--- src/rtl/msi_disp_pkg.sv ---
// Shared types and helpers for the message-signalled interrupt dispatcher.
// Assumes the granted-count field is three bits wide, as in the capability.
package msi_disp_pkg;

    localparam int LOGF_W = 3;

    typedef struct packed {
        logic [63:0] addr;
        logic [31:0] data;
    } msi_msg_t;

    // Clamp a requested log2 vector count to the largest the block supports.
    function automatic logic [LOGF_W-1:0] clamp_log(input logic [LOGF_W-1:0] req,
                                                    input logic [LOGF_W-1:0] lim);
        return (req > lim) ? lim : req;
    endfunction

endpackage

--- src/rtl/msi_msg_fmt.sv ---
// Message former: builds address and data for one vector from the live
// capability values. Purely combinational.
// Assumes vec is below the granted count (1 << log_n).
module msi_msg_fmt
    import msi_disp_pkg::*;
#(
    parameter int VIDX_W = 5
) (
    input  logic [VIDX_W-1:0] vec,
    input  logic [LOGF_W-1:0] log_n,
    input  logic              addr64,
    input  logic [31:0]       addr_lo,
    input  logic [31:0]       addr_hi,
    input  logic [15:0]       data16,
    output msi_msg_t          msg
);

    logic [31:0] low_mask;

    // Merge the vector number into the low data bits and pick the address width.
    always_comb begin
        low_mask      = (32'd1 << log_n) - 32'd1;
        msg.data      = ({16'h0, data16} & ~low_mask) | (32'(vec) & low_mask);
        msg.addr      = addr64 ? {addr_hi, addr_lo} : {32'h0, addr_lo};
    end

endmodule

--- src/rtl/msi_pend_reg.sv ---
// Pending-bit register: one bit per vector, with set, clear and range trim.
// The trim is applied before a set in the same cycle. The caller never sets a
// bit outside the kept range.
module msi_pend_reg #(
    parameter int VEC_MAX = 32,
    localparam int VIDX_W = $clog2(VEC_MAX)
) (
    input  logic               clk,
    input  logic               rst_n,
    input  logic               set_en,
    input  logic [VIDX_W-1:0]  set_idx,
    input  logic               clr_en,
    input  logic [VIDX_W-1:0]  clr_idx,
    input  logic               trim_en,
    input  logic [VEC_MAX-1:0] keep_mask,
    output logic [VEC_MAX-1:0] pend_q
);

    logic [VEC_MAX-1:0] pend_nxt;

    // Next pending value: trim, then clear, then set.
    always_comb begin
        pend_nxt = pend_q;
        if (trim_en) pend_nxt = pend_nxt & keep_mask;
        if (clr_en)  pend_nxt[clr_idx] = 1'b0;
        if (set_en)  pend_nxt[set_idx] = 1'b1;
    end

    // Pending storage with synchronous reset.
    always_ff @(posedge clk) begin
        if (!rst_n) pend_q <= '0;
        else        pend_q <= pend_nxt;
    end

    // a parked vector shows as pending on the following cycle.
    assert_set_sticks_R1: assert property (@(posedge clk) disable iff (!rst_n)
        set_en |=> pend_q[$past(set_idx)]);

    // a replayed vector is no longer pending afterwards.
    assert_clear_takes_R6: assert property (@(posedge clk) disable iff (!rst_n)
        (clr_en && !(set_en && set_idx == clr_idx)) |=> !pend_q[$past(clr_idx)]);

endmodule

--- src/rtl/msi_scan_seq.sv ---
// Pending walk sequencer: visits vector indices upward from zero, one per
// cycle in which step_ok is high, and ends after last_idx.
// A start pulse restarts the walk. An abort stops it.
module msi_scan_seq #(
    parameter int VEC_MAX = 32,
    localparam int VIDX_W = $clog2(VEC_MAX)
) (
    input  logic              clk,
    input  logic              rst_n,
    input  logic              start,
    input  logic              abort,
    input  logic              step_ok,
    input  logic [VIDX_W-1:0] last_idx,
    output logic              active,
    output logic [VIDX_W-1:0] idx
);

    // Walk state: restart, stop, or advance by one index.
    always_ff @(posedge clk) begin
        if (!rst_n) begin
            active <= 1'b0;
            idx    <= '0;
        end else if (start) begin
            active <= 1'b1;
            idx    <= '0;
        end else if (abort) begin
            active <= 1'b0;
        end else if (active && step_ok) begin
            if (idx >= last_idx) active <= 1'b0;
            else                 idx    <= idx + 1'b1;
        end
    end

    // the walk advances in ascending order without skipping an index.
    assert_scan_ascend_R6: assert property (@(posedge clk) disable iff (!rst_n)
        (active && step_ok && !start && !abort && idx < last_idx)
        |=> (active && idx == $past(idx) + 1'b1));

    // every walk begins at vector zero.
    assert_scan_from_zero_R6: assert property (@(posedge clk) disable iff (!rst_n)
        start |=> (active && idx == '0));

endmodule

--- src/rtl/msi_dispatch.sv ---
// Message-signalled interrupt dispatcher. It accepts vector requests, parks
// masked vectors as pending bits, replays unmasked pending vectors after a
// configuration write, and offers one message at a time on a valid/ready port.
// Assumes the capability inputs change only together with a cfg_update pulse.
module msi_dispatch
    import msi_disp_pkg::*;
#(
    parameter int VEC_MAX = 32,
    localparam int VIDX_W = $clog2(VEC_MAX)
) (
    input  logic               clk,
    input  logic               rst_n,
    input  logic               req_valid,
    input  logic [VIDX_W-1:0]  req_vector,
    output logic               req_ready,
    output logic               req_err,
    input  logic               cfg_enable,
    input  logic [2:0]         cfg_log_vec,
    input  logic               cfg_addr64,
    input  logic [31:0]        cfg_addr_lo,
    input  logic [31:0]        cfg_addr_hi,
    input  logic [15:0]        cfg_data,
    input  logic               cfg_mask_cap,
    input  logic [VEC_MAX-1:0] cfg_mask,
    input  logic               cfg_update,
    output logic               msg_valid,
    input  logic               msg_ready,
    output logic [63:0]        msg_addr,
    output logic [31:0]        msg_data,
    output logic [VEC_MAX-1:0] pend_vec
);

    localparam logic [LOGF_W-1:0] LOG_MAX = LOGF_W'($clog2(VEC_MAX));

    logic [LOGF_W-1:0]  log_eff;
    logic [VIDX_W-1:0]  last_idx;
    logic [VEC_MAX-1:0] keep_mask;
    logic               in_range, masked_req, req_fire;
    logic               req_send, req_park, req_bad;
    logic               scan_start, scan_active, scan_step, scan_hit;
    logic [VIDX_W-1:0]  scan_idx, fmt_vec;
    msi_msg_t           fmt_msg;
    logic               load_msg;

    // Granted range after clamping the requested count.
    always_comb begin
        log_eff  = clamp_log(cfg_log_vec, LOG_MAX);
        last_idx = VIDX_W'((32'd1 << log_eff) - 32'd1);
    end

    // Keep mask: one bit for each vector inside the granted range.
    for (genvar g = 0; g < VEC_MAX; g++) begin : g_keep
        assign keep_mask[g] = (VIDX_W'(g) <= last_idx);
    end

    // Request classification and walk control.
    always_comb begin
        req_ready  = !msg_valid && !scan_active;
        req_fire   = req_valid && req_ready;
        in_range   = (req_vector <= last_idx);
        masked_req = cfg_mask_cap && cfg_mask[req_vector];
        req_send   = req_fire && cfg_enable && in_range && !masked_req;
        req_park   = req_fire && cfg_enable && in_range && masked_req;
        req_bad    = req_fire && cfg_enable && !in_range;
        scan_start = cfg_update && cfg_enable && cfg_mask_cap;
        scan_step  = scan_active && !msg_valid && !scan_start && cfg_enable;
        scan_hit   = scan_step && pend_vec[scan_idx] && (scan_idx <= last_idx)
                     && !(cfg_mask_cap && cfg_mask[scan_idx]);
        load_msg   = req_send || scan_hit;
        fmt_vec    = scan_hit ? scan_idx : req_vector;
    end

    msi_msg_fmt #(.VIDX_W(VIDX_W)) u_fmt (
        .vec     (fmt_vec),
        .log_n   (log_eff),
        .addr64  (cfg_addr64),
        .addr_lo (cfg_addr_lo),
        .addr_hi (cfg_addr_hi),
        .data16  (cfg_data),
        .msg     (fmt_msg)
    );

    msi_pend_reg #(.VEC_MAX(VEC_MAX)) u_pend (
        .clk       (clk),
        .rst_n     (rst_n),
        .set_en    (req_park),
        .set_idx   (req_vector),
        .clr_en    (scan_hit),
        .clr_idx   (scan_idx),
        .trim_en   (cfg_update && cfg_enable),
        .keep_mask (keep_mask),
        .pend_q    (pend_vec)
    );

    msi_scan_seq #(.VEC_MAX(VEC_MAX)) u_scan (
        .clk      (clk),
        .rst_n    (rst_n),
        .start    (scan_start),
        .abort    (!cfg_enable),
        .step_ok  (!msg_valid),
        .last_idx (last_idx),
        .active   (scan_active),
        .idx      (scan_idx)
    );

    // Outgoing message holding register: load on a send, drop on a handshake.
    always_ff @(posedge clk) begin
        if (!rst_n) begin
            msg_valid <= 1'b0;
            msg_addr  <= '0;
            msg_data  <= '0;
        end else if (load_msg) begin
            msg_valid <= 1'b1;
            msg_addr  <= fmt_msg.addr;
            msg_data  <= fmt_msg.data;
        end else if (msg_valid && msg_ready) begin
            msg_valid <= 1'b0;
        end
    end

    // Error flag: one cycle for an out-of-range request.
    always_ff @(posedge clk) begin
        if (!rst_n) req_err <= 1'b0;
        else        req_err <= req_bad;
    end

    // a masked in-range request produces no message.
    assert_masked_quiet_R1: assert property (@(posedge clk) disable iff (!rst_n)
        (req_fire && cfg_enable && in_range && masked_req) |=> !msg_valid);

    // a held message keeps its contents until taken.
    assert_msg_hold_R8: assert property (@(posedge clk) disable iff (!rst_n)
        (msg_valid && !msg_ready) |=> (msg_valid && $stable(msg_addr) && $stable(msg_data)));

    // a request taken while disabled leaves no trace.
    assert_disabled_drop_R9: assert property (@(posedge clk) disable iff (!rst_n)
        (req_fire && !cfg_enable) |=> (!msg_valid && !req_err && $stable(pend_vec)));

    // an out-of-range request raises the error and sends nothing.
    assert_bad_vector_R7: assert property (@(posedge clk) disable iff (!rst_n)
        (req_fire && cfg_enable && !in_range) |=> (req_err && !msg_valid));

    // without masking support, no pending bit ever appears.
    assert_no_pend_nocap_R4: assert property (@(posedge clk) disable iff (!rst_n)
        !cfg_mask_cap |=> ((pend_vec & ~$past(pend_vec)) == '0));

    // a configuration write while enabled leaves nothing pending outside the range.
    assert_trim_range_R5: assert property (@(posedge clk) disable iff (!rst_n)
        (cfg_update && cfg_enable) |=> ((pend_vec & ~$past(keep_mask)) == '0));

endmodule

--- config.mk ---
export PLATFORM = sky130hd
export DESIGN_NAME = msi_dispatch
export DESIGN_NICKNAME = d
export VERILOG_FILES = /design/src/rtl/msi_disp_pkg.sv /design/src/rtl/msi_msg_fmt.sv /design/src/rtl/msi_pend_reg.sv /design/src/rtl/msi_scan_seq.sv /design/src/rtl/msi_dispatch.sv
export SDC_FILE = /design/constraint.sdc
export NUM_CORES = 1
export LEC_CHECK = 0
export ABC_AREA = 1
export ABC_CLOCK_PERIOD_IN_PS = 2760
export BUFFER_PORTS_ARGS = -buffer_cell sky130_fd_sc_hd__buf_2
export CAP_MARGIN = 25
export CELL_PAD_IN_SITES_DETAIL_PLACEMENT = 1
export CELL_PAD_IN_SITES_GLOBAL_PLACEMENT = 1
export CORE_MARGIN = 1
export CORE_UTILIZATION = 31
export CTS_CLUSTER_SIZE = 20
export DETAILED_ROUTE_END_ITERATION = 16
export PLACE_DENSITY_LB_ADDON = 0.08
export SKIP_CTS_REPAIR_TIMING = 1
export SYNTH_ARGS = -nofsm -noshare
export SYNTH_HDL_FRONTEND = slang
export SYNTH_SLANG_ARGS = --single-unit
--- constraint.sdc ---
create_clock -name clk -period 2.76 [get_ports clk]
set_input_delay 0.552 -clock clk [delete_from_list [all_inputs] [get_ports clk]]
set_output_delay 0.552 -clock clk [all_outputs]
set_load 0.02 [all_outputs]
* Yosys cells after proc, flatten, opt, wreduce, memory -nomap -nowiden
Index checks and enable logic that the tools add are counted.
** Operators by class
- $add $sub $neg :: 2
- Muxes and demuxes :: 22
- Shift operators :: 1
- Order comparisons :: 40
- Bitwise gates (word level) :: 10
- Reduce and logical (&&, ||, !) cells :: 31
- Equal/unequal tests :: 2
** Operator list (count)
- 32-bit 2-to-1 mux :: 3
- 5-bit less-or-equal comparator, first input constant :: 16
- 32-bit bitwise AND :: 2
- 64-bit 2-to-1 mux :: 1
- 32-bit inverter :: 2
- 32-bit OR :: 2
- 4-bit by 5-bit less-or-equal comparator with 1-bit output, first input constant :: 8
- 16-bit by 32-bit bitwise AND with 32-bit output :: 1
- 5-bit by 32-bit bitwise AND with 32-bit output :: 1
- 1-bit by 3-bit << shifter with 32-bit output, first input constant :: 1
- 32-bit by 1-bit subtractor with 32-bit output, second input constant :: 1
- 3-bit by 5-bit less-or-equal comparator with 1-bit output, first input constant :: 4
- 1-bit logical AND :: 20
- 1-bit binary-select mux with 5-bit select :: 3
- 5-bit by 6-bit < comparator with 1-bit output, second input constant :: 2
- 1-bit 2-to-1 mux :: 11
- 1-bit demux with 5-bit select :: 2
- 5-bit by 1-bit >= comparator with 1-bit output, second input constant :: 2
- 1-bit by 5-bit less-or-equal comparator with 1-bit output, first input constant :: 2
- 2-bit by 5-bit less-or-equal comparator with 1-bit output, first input constant :: 2
- 5-bit less-or-equal comparator :: 2
- 1-bit logical NOT :: 6
- 3-bit by 1-bit inequality test with 1-bit output, second input constant :: 2
- 5-bit by 1-bit adder with 5-bit output, second input constant :: 1
- 10 further kinds :: 11
** Word-level totals
- Word-level logic and storage cells :: 115
- Flip-flop bits (word level) :: 136
- Bits of input ports :: 128
- Output and inout port bits :: 131

* Depth between registers and ports, before layout
- Depth after elaboration :: 11
- Gate-level depth with buffers :: 21
- Mapped depth without buffers :: 20

* Cells and area by module
A second synthesis with hierarchy kept.
** Unflattened totals
- Cell total of the unflattened synthesis :: 1523
- Area total of the unflattened synthesis :: 9262.6 µm²
** Modules (own cells, without submodules)
- msi_dispatch :: instances 1, cells an instance 1001, area an instance 6099.6 µm²
- msi_pend_reg :: instances 1, cells an instance 273, area an instance 1776.7 µm²
- msi_msg_fmt :: instances 1, cells an instance 176, area an instance 890.9 µm²
- msi_scan_seq :: instances 1, cells an instance 73, area an instance 495.5 µm²

* Worst setup path after synthesis
No wires, ideal clock.
- Kind :: in2reg
- Start :: input cfg_log_vec[1]
- End :: register msg_data[10]
- Required time :: 2632 ps
- Slack :: -163 ps
- Arrival :: 2795 ps
- Buffers on the path :: 2
- Setup time :: 128 ps
- Stages :: 17
- Cells stage by stage :: nor2_1 inv_1 nor2_1 inv_1 ha_1 ha_1 nand2_1 nor2_1 nand2_1 nand3_1 nand2_1 nand3_4 nand2_4 buf_6 buf_6 o21ai_1 nor2_1
** Between the ends
- Longest elaborated chain between the ends :: 8
** Ends and longest elaborated chain
- start: declaration :: line msi_dispatch.sv:18 : input logic [2:0] cfg_log_vec,
- 3-bit > comparator :: line msi_disp_pkg.sv:15 : return (req > lim) ? lim : req;
- 3-bit 2-to-1 mux * :: line msi_disp_pkg.sv:15
- 1-bit by 3-bit << shifter with 32-bit output * :: line msi_msg_fmt.sv:22 : low_mask = (32'd1 << log_n) - 32'd1;
- 32-bit by 1-bit subtractor with 32-bit output * :: line msi_msg_fmt.sv:22
- 5-bit less-or-equal comparator (on tied branches) :: line msi_dispatch.sv:60, msi_dispatch.sv:67
- 1-bit logical AND (on tied branches) :: line msi_dispatch.sv:62, msi_dispatch.sv:67
- 1-bit logical AND (on tied branches) :: line msi_dispatch.sv:62, msi_dispatch.sv:68
- 1-bit logical OR :: line msi_dispatch.sv:69 : load_msg = req_send || scan_hit;
- end signal: assignment :: line msi_dispatch.sv:115 : msg_data <= fmt_msg.data;
- end: declaration :: line msi_dispatch.sv:29 : output logic [31:0] msg_data,
Every way passes the cells marked *; elsewhere a longest branch is shown, timed or not.
A chain may end at the register's enable or synchronous reset.

* Worst setup path after layout
- Start :: input cfg_log_vec[1]
- End :: register msg_addr[39]
** Between the ends
- Longest elaborated chain between the ends :: 8
** Ends and longest elaborated chain
- 3-bit > comparator :: line msi_disp_pkg.sv:15
- 3-bit 2-to-1 mux * :: line msi_disp_pkg.sv:15
- 1-bit by 3-bit << shifter with 32-bit output *
- 32-bit by 1-bit subtractor with 32-bit output *
- 5-bit less-or-equal comparator (on tied branches) :: line msi_dispatch.sv:60, msi_dispatch.sv:67
- 1-bit logical AND (on tied branches) :: line msi_dispatch.sv:62, msi_dispatch.sv:67
- 1-bit logical AND (on tied branches) :: line msi_dispatch.sv:62, msi_dispatch.sv:68
- 1-bit logical OR * :: line msi_dispatch.sv:69
- end signal: assignment :: line msi_dispatch.sv:114 : msg_addr <= fmt_msg.addr;
- end: declaration :: line msi_dispatch.sv:28 : output logic [63:0] msg_addr,
Marked as above.

==> results.json <==
{
  "r2r_start": "u_scan.idx[0]$_SDFFE_PP0P_",
  "hold_path_class": "input pin to flop",
  "antenna_found_initial": 2,
  "finalClockSkew_ns": 0.0127,
  "die_area_um2": 22800,
  "initial_core_util_pct": 31.6,
  "drc": 0,
  "crit_slowest_cell": "ha_1",
  "wl_per_cell_um": 17.0,
  "drt_first_pass_iters": 4,
  "path_max_fanout": 40,
  "final_max_slew_viol_count": 0,
  "status": "completed",
  "grt_max_degree": 41,
  "cp_cell_sequence": "buf_2 > nor2_1 > inv_1 > buf_4 > nand2_1 > buf_4 > ha_1 > nand2_1 > inv_1 > nand2_1 > o21bai_1 > nand3_1 > nand2_1 > nand3_4 > nand2_4 > buf_12 > nand2_1 > o21ai_1 > nor2_1",
  "root_buffer": "clkbuf_16",
  "crit_path_start": "cfg_log_vec[1]",
  "vias_per_cell": 4.94,
  "io_buffers": 242,
  "report.final.setup_viol": 0,
  "p_int_mw": 3.41,
  "die_w_um": 151,
  "pwr-share-clk_pct": 44.1,
  "fin_crit_sh_pct": 91.3,
  "critPathBufInv": 6,
  "clk_pin_slew_worst_paths_ns": 0.06,
  "gp_congestion": 0.881,
  "area_growth_pct": 35.1,
  "coreArea_um2": 21800,
  "power.switching_mw": 1.56,
  "powerDensity_nw_per_um2": 535,
  "crit_top_cell": "nand2_1",
  "hp-start": "cfg_data[12]",
  "placed_area_um2": 8720,
  "wl_um": 27300,
  "fmax_ghz": 0.397,
  "dp_hpwl_um": 20500,
  "postLayoutCellArea_um2": 9290,
  "io_pins": 259,
  "finalWorstSetupSlack_ns": 0.240,
  "syn_avg_cell_area_um2": 6.61,
  "yosysWarnings": 0,
  "seq_area_frac_synth_pct": 34.9,
  "ir_worst_vdd_mv": 0.417,
  "p_sw_share_pct": 31.3,
  "seq_power_share_pct": 37.6,
  "cts_tree": "yes",
  "leakage_nw": 4.75,
  "rsz0062_at_grt": "false",
  "place_ws_ns": -0.229,
  "clk_latency_ns": 0.43,
  "synth_area_leader_cell": "dfxtp_1",
  "cts.sinks": 120,
  "grt_usage_pct": 24.0,
  "worstMarginPinSlew_ns": 0.684,
  "vias": 7925,
  "ant_nets": 0,
  "drive_gt1_share_pct": 28.4,
  "htreeDepth": 4,
  "post-route-min-period_ns": 2.52,
  "clk_path_buf_depth": 2,
  "crit_path_max_incr_delay_ns": 0.23,
  "ys_ff_latch": 120,
  "power_frac_comb_pct": 18.3,
  "max_cap_viol_count": 0,
  "synth_cells": 1040,
  "path_delay_family": "simple AND/OR/NAND/NOR gates",
  "cts_made_buffers": 17,
  "antenna_cells": 0,
  "finalHoldViolCount": 0,
  "cp.required_ns": 3.06,
  "startpoint_type": "input pin",
  "synth_top_area_share_pct": 34.9,
  "post-route-util_pct": 42.7,
  "synth_area_leaders": "dfxtp_1, nand2_1, nor2_1",
  "slew_headroom_pct": 54.4,
  "row_count": 54,
  "die_h_um": 151,
  "yosys.cell_types.count": 37,
  "syn_area_um2": 6870,
  "crit_arrival_ns": 2.82,
  "critPathKind": "input pin to flop",
  "grt_pass1_wl_um": 42000,
  "detail_route.iter0.violations": 375,
  "grt_pass1_vias": 7816,
  "nets": 1455,
  "overflow": 0,
  "critPathCaptureType": "flop"
}
kinds of logic after synthesis:
family | count (synthesis) | synth area share, %
AO/OA/AOI/OAI | 205 | 16.8
adder cells (fa/ha/maj) | 16 | 2.91
buffers and inverters | 173 | 12.2
flip-flops | 120 | 34.9
other | 2 | 0.109
AND/OR/NAND/NOR | 524 | 33.0
metal layers:
metal	up-vias	GRT usage, %	share of wire, %
met5	-	0	0.048
met4	2	6.70	1.3
met3	26	5.96	6.7
met2	231	40.1	48
met1	3730	30.6	44
li1	3936	-	-
registers in the layout (all words and copies together), names as in the netlist:
register	flops
msg_addr	64
msg_data	16
msg_valid	1
req_err	1
u_pend.pend_q	32
u_scan.active	1
u_scan.idx	5
placed cells by master (no fill, tap or decap), types with 6 or more instances in the layout:
master     netlist  final
clkbuf_16        0     17
ha_1            16     15
o21ai_1         30     33
nand2_1        236    236
buf_4           21     66
inv_2            9      9
a21oi_1         50     49
nor3_1          13     13
nand3_1         54     54
dfxtp_1        120    120
inv_6            0      6
nand4_1         48     48
nor2_1         155    154
buf_2           27    242
a22oi_1         33     33
inv_1           81     81
conb_1           2     18
buf_12           0     10
o21ai_0         74     71
Yosys cell counts:
cell      number
nand2_2        2
o21ai_0       74
buf_4         21
nand2_4        1
nor2_1       155
nand4_1       48
buf_1          4
dfxtp_1      120
a21boi_0       4
nand2_1      236
inv_2          9
a22oi_1       33
o211ai_1       3
nand3_1       54
conb_1         2
a21o_1         1
nor2_2         2
o311ai_0       1
o21ai_1       30
inv_4          1
inv_1         81
nand3b_1       4
buf_6         10
nor3_2         5
a31oi_1        2
a311oi_1       1
nor3_1        13
clkbuf_1      20
a211oi_1       1
buf_2         27
nor2_4         2
nand3_4        1
a21oi_1       50
ha_1          16
o221ai_1       1
nand3_2        1
o21bai_1       4
layout make-up:
cell class	instances	area, um^2
fill	2900	12500
multi-input combinational	763	3720
sequential	120	2400
timing repair buffer	318	1910
clock buffer	18	429
tap	280	350
inverter	91	344
clock inverter	14	139
worst register-to-register path: stages, from the launching register on:
cell	delay, ns
dfxtp_1	0.47
buf_12	0.21
o21ai_0	0.13
o21ai_0	0.27
nand2_1	0.09
nand2_1	0.11
nor2_1	0.08
a21oi_1	0.22
nand3_2	0.20
nand2_4	0.18
buf_12	0.21
nand2_1	0.08
o21ai_1	0.09
nor2_1	0.06
worst paths after layout:
check / to / slack [ns] / cells past startpoint
max: msg_addr[39]$_SDFFE_PN0P_ / 0.24 / 19
min: msg_data[12]$_SDFFE_PN0P_ / 0.35 / 3
max reg2reg: msg_addr[39]$_SDFFE_PN0P_ / 0.25 / 13
min reg2reg: msg_data[7]$_SDFFE_PN0P_ / 0.49 / 2
power by group through the flow:
stage,clock network [mW],registers [mW],logic (mW)
6_report,2.19,1.87,0.909
5_1_grt,2.32,1.88,1.00
4_1_cts,2.24,1.87,0.916
3_5_place_dp,0,1.91,0.911
3_3_place_gp,0,1.90,0.904
2_1_floorplan,0,2.02,0.425
stage by stage:
stage	instances	hold WS, ns	TNS, ns	total power, mW
floorplan	1056	0.522	0	2.44
global placement	1572	0.474	-13.72	2.81
detailed placement	1572	0.482	-15.97	2.82
CTS	1604	0.327	0	5.02
global route	1604	0.337	0	5.20
finish	1604	0.346	0	4.97
Power figures use the tool's default switching activity.
